[config.mk]
export PLATFORM = sky130hd
export DESIGN_NAME = uart_rx_fe
export DESIGN_NICKNAME = d
export VERILOG_FILES = /design/src/rtl/uart_rx_pkg.sv /design/src/rtl/uart_rx_sync.sv /design/src/rtl/uart_rx_sampler.sv /design/src/rtl/uart_rx_fsm.sv /design/src/rtl/uart_rx_regs.sv /design/src/rtl/uart_rx_fe.sv
export SDC_FILE = /design/constraint.sdc
export NUM_CORES = 1
export LEC_CHECK = 0
export ABC_AREA = 1
export BUFFER_PORTS_ARGS = -buffer_cell sky130_fd_sc_hd__buf_2
export CAP_MARGIN = 10
export CELL_PAD_IN_SITES_DETAIL_PLACEMENT = 1
export CELL_PAD_IN_SITES_GLOBAL_PLACEMENT = 2
export CORE_ASPECT_RATIO = 0.7
export CORE_MARGIN = 2
export CORE_UTILIZATION = 35
export DETAILED_ROUTE_END_ITERATION = 10
export PLACE_DENSITY_LB_ADDON = 0.1
export SYNTH_ARGS = -nofsm -noshare
export SYNTH_HDL_FRONTEND = slang
export SYNTH_SLANG_ARGS = --single-unit
[constraint.sdc]
create_clock -name clk -period 2.73 [get_ports clk]
set_clock_uncertainty 0.1 [all_clocks]
set_input_delay 0.4095 -clock clk [delete_from_list [all_inputs] [get_ports clk]]
set_output_delay 0.4095 -clock clk [all_outputs]
set_load 0.005 [all_outputs]
[src/rtl/uart_rx_pkg.sv]
package uart_rx_pkg;

  localparam int DATA_W = 8;
  localparam int OSR    = 16;
  localparam int MID    = 8;
  localparam int CTL_W  = 5;

  localparam int CB_SHARED = 4;
  localparam int CB_MODELO = 3;
  localparam int CB_RXEN   = 2;
  localparam int CB_NINTH  = 1;
  localparam int CB_DONE   = 0;

  typedef enum logic [0:0] {RX_IDLE, RX_RUN} rx_state_e;

  function automatic logic vote3(input logic a, input logic b, input logic c);
    return (a & b) | (a & c) | (b & c);
  endfunction

  function automatic int unsigned data_bits(input logic [1:0] mode);
    return (mode == 2'b01) ? DATA_W : DATA_W + 1;
  endfunction

endpackage

[src/rtl/uart_rx_sync.sv]
module uart_rx_sync #(
  parameter int STAGES = 2
) (
  input  logic clk,
  input  logic rst_n,
  input  logic line_in,
  output logic line_s,
  output logic fall
);
  logic [STAGES-1:0] chain;
  logic              prev;

  always_ff @(posedge clk or negedge rst_n) begin
    if (!rst_n) begin
      chain <= '1;
      prev  <= 1'b1;
    end else begin
      chain <= {chain[STAGES-2:0], line_in};
      prev  <= chain[STAGES-1];
    end
  end

  assign line_s = chain[STAGES-1];
  assign fall   = prev & ~chain[STAGES-1];
endmodule

[src/rtl/uart_rx_sampler.sv]
module uart_rx_sampler
  import uart_rx_pkg::*;
#(
  parameter int RATE = OSR,
  parameter int CTR  = MID
) (
  input  logic clk,
  input  logic rst_n,
  input  logic tick,
  input  logic line_s,
  input  logic restart,
  input  logic active,
  output logic vote_valid,
  output logic vote
);
  localparam int CNT_W = $clog2(RATE);
  localparam logic [CNT_W-1:0] C_A    = CNT_W'(CTR - 1);
  localparam logic [CNT_W-1:0] C_B    = CNT_W'(CTR);
  localparam logic [CNT_W-1:0] C_C    = CNT_W'(CTR + 1);
  localparam logic [CNT_W-1:0] C_LAST = CNT_W'(RATE - 1);

  logic [CNT_W-1:0] cnt;
  logic             s_a, s_b;

  always_ff @(posedge clk or negedge rst_n) begin
    if (!rst_n) begin
      cnt <= '0;
      s_a <= 1'b1;
      s_b <= 1'b1;
    end else if (restart) begin
      cnt <= '0;
    end else if (active && tick) begin
      cnt <= (cnt == C_LAST) ? '0 : cnt + 1'b1;
      if (cnt == C_A) s_a <= line_s;
      if (cnt == C_B) s_b <= line_s;
    end
  end

  assign vote_valid = active & tick & ~restart & (cnt == C_C);
  assign vote       = vote3(s_a, s_b, line_s);
endmodule

[src/rtl/uart_rx_fsm.sv]
module uart_rx_fsm
  import uart_rx_pkg::*;
#(
  parameter int DW = DATA_W
) (
  input  logic          clk,
  input  logic          rst_n,
  input  logic          allow,
  input  logic          fall,
  input  logic [1:0]    mode,
  input  logic          fe_chk_en,
  input  logic          vote_valid,
  input  logic          vote,
  output logic          restart,
  output logic          active,
  output logic          ev_glitch,
  output logic          ev_last_data,
  output logic          ev_stop_sample,
  output logic          ev_load,
  output logic          ev_fe_set,
  output logic [DW:0]   load_word
);
  localparam int IDX_W = $clog2(DW + 3);

  rx_state_e        state;
  logic [IDX_W-1:0] idx;
  logic [DW:0]      shreg;
  logic [IDX_W-1:0] nbits;
  logic             run_dec, ev_data;

  assign nbits   = IDX_W'(data_bits(mode));
  assign active  = (state == RX_RUN) & allow;
  assign restart = (state == RX_IDLE) & allow & fall;
  assign run_dec = active & vote_valid;

  assign ev_glitch      = run_dec & (idx == '0) & vote;
  assign ev_data        = run_dec & (idx != '0) & (idx <= nbits);
  assign ev_last_data   = ev_data & (idx == nbits);
  assign ev_stop_sample = run_dec & (idx == nbits + 1'b1);
  assign ev_load        = fe_chk_en ? ev_stop_sample : ev_last_data;
  assign ev_fe_set      = fe_chk_en & ev_stop_sample & ~vote;

  always_comb begin
    load_word = shreg;
    if (ev_data) load_word[idx - 1'b1] = vote;
  end

  always_ff @(posedge clk or negedge rst_n) begin
    if (!rst_n) begin
      state <= RX_IDLE;
      idx   <= '0;
      shreg <= '0;
    end else if (!allow) begin
      state <= RX_IDLE;
    end else if (restart) begin
      state <= RX_RUN;
      idx   <= '0;
      shreg <= '0;
    end else if (run_dec) begin
      shreg <= load_word;
      idx   <= idx + 1'b1;
      if (ev_glitch || ev_stop_sample) state <= RX_IDLE;
    end
  end
endmodule

[src/rtl/uart_rx_regs.sv]
module uart_rx_regs
  import uart_rx_pkg::*;
#(
  parameter int DW = DATA_W
) (
  input  logic             clk,
  input  logic             rst_n,
  input  logic             ctl_wr,
  input  logic [CTL_W-1:0] ctl_wdata,
  input  logic             fe_chk_en,
  input  logic             ev_load,
  input  logic             ev_fe_set,
  input  logic [DW:0]      load_word,
  output logic [CTL_W-1:0] ctl_rdata,
  output logic [DW-1:0]    rx_data,
  output logic [1:0]       mode,
  output logic             rx_en,
  output logic             mode_hi,
  output logic             fe_flag,
  output logic             done_flag
);
  logic mode_lo, ninth;

  assign mode = {mode_hi, mode_lo};

  always_ff @(posedge clk or negedge rst_n) begin
    if (!rst_n) begin
      mode_hi   <= 1'b0;
      mode_lo   <= 1'b0;
      rx_en     <= 1'b0;
      ninth     <= 1'b0;
      done_flag <= 1'b0;
      fe_flag   <= 1'b0;
      rx_data   <= '0;
    end else begin
      if (ctl_wr) begin
        mode_lo <= ctl_wdata[CB_MODELO];
        rx_en   <= ctl_wdata[CB_RXEN];
        if (!fe_chk_en) mode_hi <= ctl_wdata[CB_SHARED];
      end
      if (ev_load && data_bits(mode) > DW) ninth <= load_word[DW];
      else if (ctl_wr) ninth <= ctl_wdata[CB_NINTH];
      if (ev_load) done_flag <= 1'b1;
      else if (ctl_wr && !ctl_wdata[CB_DONE]) done_flag <= 1'b0;
      if (ev_fe_set) fe_flag <= 1'b1;
      else if (ctl_wr && fe_chk_en && !ctl_wdata[CB_SHARED]) fe_flag <= 1'b0;
      if (ev_load) rx_data <= load_word[DW-1:0];
    end
  end

  always_comb begin
    ctl_rdata            = '0;
    ctl_rdata[CB_SHARED] = fe_chk_en ? fe_flag : mode_hi;
    ctl_rdata[CB_MODELO] = mode_lo;
    ctl_rdata[CB_RXEN]   = rx_en;
    ctl_rdata[CB_NINTH]  = ninth;
    ctl_rdata[CB_DONE]   = done_flag;
  end
endmodule

[src/rtl/uart_rx_fe.sv]
module uart_rx_fe
  import uart_rx_pkg::*;
(
  input  logic             clk,
  input  logic             rst_n,
  input  logic             rx_line,
  input  logic             os_tick,
  input  logic             fe_chk_en,
  input  logic             ctl_wr,
  input  logic [CTL_W-1:0] ctl_wdata,
  output logic [CTL_W-1:0] ctl_rdata,
  output logic [DATA_W-1:0] rx_data
);
  logic            line_s, fall, restart, active, vote_valid, vote;
  logic            ev_glitch, ev_last_data, ev_stop_sample, ev_load, ev_fe_set;
  logic [DATA_W:0] load_word;
  logic [1:0]      mode;
  logic            rx_en, mode_hi, fe_flag, done_flag, allow;

  assign allow = rx_en & (mode != 2'b00);

  uart_rx_sync #(.STAGES(2)) i_sync (
    .clk(clk), .rst_n(rst_n), .line_in(rx_line), .line_s(line_s), .fall(fall)
  );

  uart_rx_sampler #(.RATE(OSR), .CTR(MID)) i_sampler (
    .clk(clk), .rst_n(rst_n), .tick(os_tick), .line_s(line_s),
    .restart(restart), .active(active), .vote_valid(vote_valid), .vote(vote)
  );

  uart_rx_fsm #(.DW(DATA_W)) i_fsm (
    .clk(clk), .rst_n(rst_n), .allow(allow), .fall(fall), .mode(mode),
    .fe_chk_en(fe_chk_en), .vote_valid(vote_valid), .vote(vote),
    .restart(restart), .active(active), .ev_glitch(ev_glitch),
    .ev_last_data(ev_last_data), .ev_stop_sample(ev_stop_sample),
    .ev_load(ev_load), .ev_fe_set(ev_fe_set), .load_word(load_word)
  );

  uart_rx_regs #(.DW(DATA_W)) i_regs (
    .clk(clk), .rst_n(rst_n), .ctl_wr(ctl_wr), .ctl_wdata(ctl_wdata),
    .fe_chk_en(fe_chk_en), .ev_load(ev_load), .ev_fe_set(ev_fe_set),
    .load_word(load_word), .ctl_rdata(ctl_rdata), .rx_data(rx_data),
    .mode(mode), .rx_en(rx_en), .mode_hi(mode_hi), .fe_flag(fe_flag),
    .done_flag(done_flag)
  );
endmodule

==> impl_metrics.ini, run 1 <==
[run_status]
status = complete, no violations

[layout]
drive_gt1_share_pct = 25.2
fin_nets = 314
fin_cells = 372
final_common_cell = nand2_1
area_delta_synth_final_pct = 14.6
post-route-cell-area_sq_mm = 0.00252
fin_util_pct = 40.9
antennaDiodeCount = 0
mostFrequentLayoutCells = 83 x nand2_1, 32 x dfrtp_1, 23 x buf_2

[global_route]
overflow = 0
grt_max_degree = 38
grt_pass1_wl_um = 9720
antenna_found_initial = 0
grt_usage_pct = 17.5
grt_pass1_vias = 1910

[setup_path]
cp-end-kind = flip-flop
crit_required_ns = 2.83
cp-endpoint = i_regs.rx_data[4]
worstPathMaxFanout = 8
worst_ep_arrival_time_ns = 2.27
critPathKind = flip-flop to flip-flop
r2r_end = i_regs.rx_data[4]
reg2reg_depth = 11
startpoint_type = flip-flop
worstSetupStartpoint = i_fsm.idx[0]
r2r_setup_slack_ns = 0.56
regToRegStartpoint = i_fsm.idx[0]

[min_path]
hold_class = primary input to flip-flop

[clocking]
cts-root-buf = clkbuf_8
hold_buffers = 0
path_clk_slew_ns = 0.09
cts_tree = yes
post_cts_buffers = 0
cts-resized-gates = 0
cts_inserted_buffers = 5
htree_num_levels = 2
clk_latency_ns = 0.29
cts_sinks = 37
cts_max_path_buffers = 2

[drt]
drc_errors = 0
drt_first_pass_iters = 4
dr.max_layer_used = met4
totalWireLength_um = 5490
met3WireLength_um = 223
viasPerCell = 4.88
drt_iter0_drc = 78
vias = 1817
routedWlPerCell_um = 14.8
wl_met1_um = 3100
met2_length_um = 2140
antenna_left = 0

[floorplanning]
io_pins = 24
die-area_sq_mm = 0.00694
die_h_um = 70.3
core_region_area_sq_mm = 0.00616
initial_core_util_pct = 35.7
rows = 24
die_x_um = 98.8

[power]
combPwrFrac_pct = 6.3
seqPwrFrac_pct = 46.4
leakagePower_nw = 1.30
p_sw_share_pct = 22.8
finalPower_w = 0.00124
p_switching_w = 0.000282
p_clk_share_pct = 47.3
p_per_area_mw_per_mm2 = 492
peakVddDrop_v = 0.000304
power.internal_w = 0.000957

[placed_design]
dp_hpwl_um = 4150
dp_cells = 364
routabilityCongestion = 0.786
placed_cell_area_sq_mm = 0.00238
io_buffers = 23

[timing]
setup_tns_ns = 0
grt_setup_unrepaired = false
post-route-min-period_ns = 2.17
slew_violations = 0
timing.fmax_mhz = 461
tightest_slew_ns = 0.871
min_period_over_period_pct = 79.4
slew_headroom_pct = 41.9
hold_viol = 0
setup_viol = 0

[logic_synthesis]
ys_ff_latch = 37
yosysSeqAreaShare_pct = 42.4
avgSynthCellArea_sq_um = 8.24
syn_inst = 267
synth-edff-count = 0
yosysWarnings = 0
synth_area_sq_mm = 0.00220
synth_cell_types = 31
synthesis.nets = 288
synth-main-ff-cell = dfrtp_1
async_flop_share_pct = 100

[job]
cap_violations = 0
[how the worst min path moves through the flow]
| stage | startpoint | endpoint | slack, ns | depth (start not counted) |
|---|---|---|---|---|
| after floorplan | rst_n | i_fsm.idx[0] | 0.01 | 0 |
| after global placement | i_sync.chain[0] | i_sync.chain[1] | 0.25 | 0 |
| after detailed placement | i_sync.chain[0] | i_sync.chain[1] | 0.25 | 0 |
| after CTS | rx_line | i_sync.chain[0] | 0.10 | 1 |
| after global routing | rx_line | i_sync.chain[0] | 0.09 | 1 |
| final | rx_line | i_sync.chain[0] | 0.11 | 1 |
[synth_stat cells (2+ instances only)]
| cell | instances | area (sq um) |
|---|---|---|
| ha_1 | 10 | 125 |
| dfstp_2 | 5 | 131 |
| clkinv_1 | 3 | 11.3 |
| nand3_1 | 13 | 65.1 |
| buf_4 | 4 | 30.0 |
| nand2_2 | 5 | 31.3 |
| nand4_1 | 9 | 56.3 |
| nor2_4 | 4 | 45.0 |
| dfrtp_1 | 32 | 801 |
| o21ai_0 | 16 | 80.1 |
| nand2_4 | 2 | 22.5 |
| inv_1 | 22 | 82.6 |
| nand2_1 | 83 | 312 |
| nand3_2 | 14 | 140 |
| nor2_1 | 13 | 48.8 |
| inv_2 | 6 | 22.5 |
| a21oi_1 | 12 | 60.1 |
[layer usage]
| layer | global-route usage [%] | vias to the layer above |
|---|---|---|
| li1 | - | 918 |
| met1 | 27.9 | 859 |
| met2 | 24.1 | 38 |
| met3 | 4.00 | 2 |
| met4 | 3.04 | 0 |
| met5 | 0 | - |
[power groups by stage]
stage                      logic, W  registers, W  clock network (W)
after detailed placement  0.0000806      0.000586                  0
final                     0.0000779      0.000575           0.000587
after floorplan           0.0000465      0.000583                  0
after global placement    0.0000773      0.000586                  0
after CTS                 0.0000811      0.000575           0.000606
after global routing      0.0000905      0.000577           0.000630
[cell type report]
type / instances / area [sq um]
Multi-Input combinational cell: 195 / 1120
Clock inverter: 3 / 68.8
Timing Repair Buffer: 23 / 115
Tap cell: 78 / 97.6
Sequential cell: 37 / 932
Fill cell: 759 / 3640
Inverter: 31 / 116
Clock buffer: 5 / 68.8
[flip-flops by register name, indices dropped and copies added (netlist names)]
name and count:
i_sync.prev 1, i_fsm.state 1, i_regs.done_flag 1, i_sampler.cnt 4, i_sync.chain 2, i_fsm.idx 4
i_regs.rx_data 8, i_regs.mode_lo 1, i_sampler.s_b 1, i_fsm.shreg 9, i_regs.mode_hi 1, i_sampler.s_a 1
i_regs.ninth 1, i_regs.rx_en 1, i_regs.fe_flag 1
[critical path: stages, from the launching register on]
cell and delay (ns):
dfrtp_1 0.48, inv_1 0.20, ha_1 0.35, or2_2 0.29, nand2_1 0.06, nand2_1 0.10, inv_1 0.17, nor2_8 0.09
nand3_2 0.07, nand2_1 0.07, nand2_1 0.06, nand2_1 0.05
[logic make-up (layout without fill, tap and decap cells)]
group,after synthesis,in the layout,synth area share (%)
XOR/XNOR,1,1,0.398
AO/OA/AOI/OAI,34,34,8.48
adder cells (fa/ha/maj),10,10,5.69
flip-flops,37,37,42.4
buffers and inverters,35,62,6.66
AND/OR/NAND/NOR,150,150,36.4
[stage by stage]
step	setup slack (ns)	hold slack (ns)
after floorplan	0.788	0.0139
after global placement	0.628	0.245
after detailed placement	0.556	0.251
after CTS	0.555	0.101
after global routing	0.379	0.0948
final	0.562	0.108
(Power assumes the default switching activity.)
==> run 2: changes to the inputs <==
Clock period 2.73 ns to 2.2 ns, I/O delays scaled along.
==> impl_metrics.ini, run 2 (synthesized netlist as in run 1, its figures left out) <==
[power]
p_switching_w = 0.000323
power.internal_w = 0.000991
finalPower_w = 0.00131
seqPwrFrac_pct = 54.3
leakagePower_nw = 1.32
p_per_area_mw_per_mm2 = 516
peakVddDrop_v = 0.000249
combPwrFrac_pct = 7.8
p_clk_share_pct = 37.9
p_sw_share_pct = 24.6

[floorplanning]
die-area_sq_mm = 0.00694
rows = 24
core_region_area_sq_mm = 0.00616
io_pins = 24
die_h_um = 70.3
initial_core_util_pct = 35.7
die_x_um = 98.8

[layout]
largest_registers = i_fsm.shreg: 9 flops, i_regs.rx_data: 8 flops
antennaDiodeCount = 0
top_register = i_fsm.shreg
area_delta_synth_final_pct = 15.8
final_common_cell = nand2_1
fin_nets = 322
fin_cells = 380
mostFrequentLayoutCells = 83 x nand2_1, 32 x dfrtp_1, 23 x buf_2
drive_gt1_share_pct = 27.5
largest_register_ffs = 9
post-route-cell-area_sq_mm = 0.00255

[drt]
drc_errors = 0
antenna_left = 0
routedWlPerCell_um = 14.4
totalWireLength_um = 5480
drt_iter0_drc = 54
drt_first_pass_iters = 4
vias = 1806
viasPerCell = 4.75

[timing]
hold_viol = 22
grt_setup_unrepaired = false
slew_violations = 0
timing.fmax_mhz = 501
slew_headroom_pct = 67.1
setup_viol = 0
setup_tns_ns = 0
hold_ws_ns = -0.0106
min_period_over_period_pct = 90.7
tightest_slew_ns = 0.493
post-route-min-period_ns = 2.00

[setup_path]
critPathKind = flip-flop to flip-flop
worstPathMaxFanout = 10
worst_ep_arrival_time_ns = 2.11
regToRegStartpoint = i_regs.mode_hi
r2r_setup_slack_ns = 0.20
cp-endpoint = i_fsm.shreg[0]
reg2reg_depth = 11
cp-end-kind = flip-flop
startpoint_type = flip-flop
crit_required_ns = 2.32
r2r_end = i_fsm.shreg[0]
worstSetupStartpoint = i_regs.mode_hi

[placed_design]
io_buffers = 23
placed_cell_area_sq_mm = 0.00245
dp_hpwl_um = 4140
dp_cells = 372
routabilityCongestion = 0.749

[global_route]
grt_pass1_vias = 1906
grt_usage_pct = 17.5
top_usage_layer = met1
antenna_found_initial = 0
overflow = 0
grt_pass1_wl_um = 9630
grt_max_degree = 38
globalRouteMet3Util_pct = 3.80
use_met1_pct = 26.9
grt_use_met2_pct = 24.9

[clocking]
cts-root-buf = clkbuf_8
clk_latency_ns = 0.29
cts_inserted_buffers = 5
htree_num_levels = 2
cts_tree = yes
cts_max_path_buffers = 2
post_cts_buffers = 0
cts-resized-gates = 0
path_clk_slew_ns = 0.07
cts_sinks = 37
hold_buffers = 0

[run_status]
violations = hold timing
status = finished, violations left

[min_path]
hold_class = primary input to async pin

[job]
cap_violations = 0
-- run 2: changes by cell type in the layout (fill, tap and decap cells not counted), sizes merged --
cell    delta
clkbuf     +3
bufinv     -2
buf        +8
clkinv     -1
-- run 2: power groups by stage --
stage,logic [W],registers (W),clock network (W)
2_1_floorplan,0.0000577,0.000723,0
3_5_place_dp,0.000106,0.000727,0
5_1_grt,0.000121,0.000717,0.000550
6_report,0.000103,0.000714,0.000498
4_1_cts,0.000106,0.000714,0.000530
3_3_place_gp,0.000104,0.000726,0
-- run 2: worst max-delay path, cell delays in order, from the launching register on --
cell,delay [ns]
dfrtp_1,0.38
inv_2,0.08
nand2_1,0.10
ha_1,0.35
or2_2,0.28
nand2_1,0.06
nand2_1,0.10
nand3_4,0.18
nor2_1,0.06
nand2_1,0.08
nand2_1,0.06
nor2_1,0.08
-- run 2: stage by stage --
step | utilization [%] | worst slack [ns]
2_1_floorplan | - | 0.258
3_3_place_gp | 39.9 | 0.196
3_5_place_dp | 39.9 | 0.167
4_1_cts | 41.3 | 0.145
5_1_grt | 41.4 | 0.0129
6_report | 41.4 | 0.205
-- run 2: how the worst min path moves through the flow --
| stage | startpoint | endpoint | cells after the start |
|---|---|---|---|
| floorplan | rst_n | i_fsm.idx[0] | 0 |
| global placement | i_sync.chain[0] | i_sync.chain[1] | 0 |
| detailed placement | i_sync.chain[0] | i_sync.chain[1] | 0 |
| CTS | rst_n | i_sampler.cnt[3] | 2 |
| global route | rx_line | i_sync.chain[0] | 1 |
| finish | rst_n | i_sampler.cnt[0] | 2 |
-- run 2: final cells by class --
class | count | area [sq um]
Fill cell | 763 | 3610
Multi-Input combinational cell | 195 | 1120
Sequential cell | 37 | 932
Timing Repair Buffer | 31 | 188
Inverter | 31 | 116
Tap cell | 78 | 97.6
Clock buffer | 8 | 90.1
-- run 2: metal layers --
| layer | share of wire (%) | up-vias |
|---|---|---|
| met1 | 57 | 851 |
| li1 | - | 931 |
| met4 | 0.80 | 0 |
| met2 | 39 | 19 |
| met3 | 2.7 | 5 |
| met5 | 0 | - |
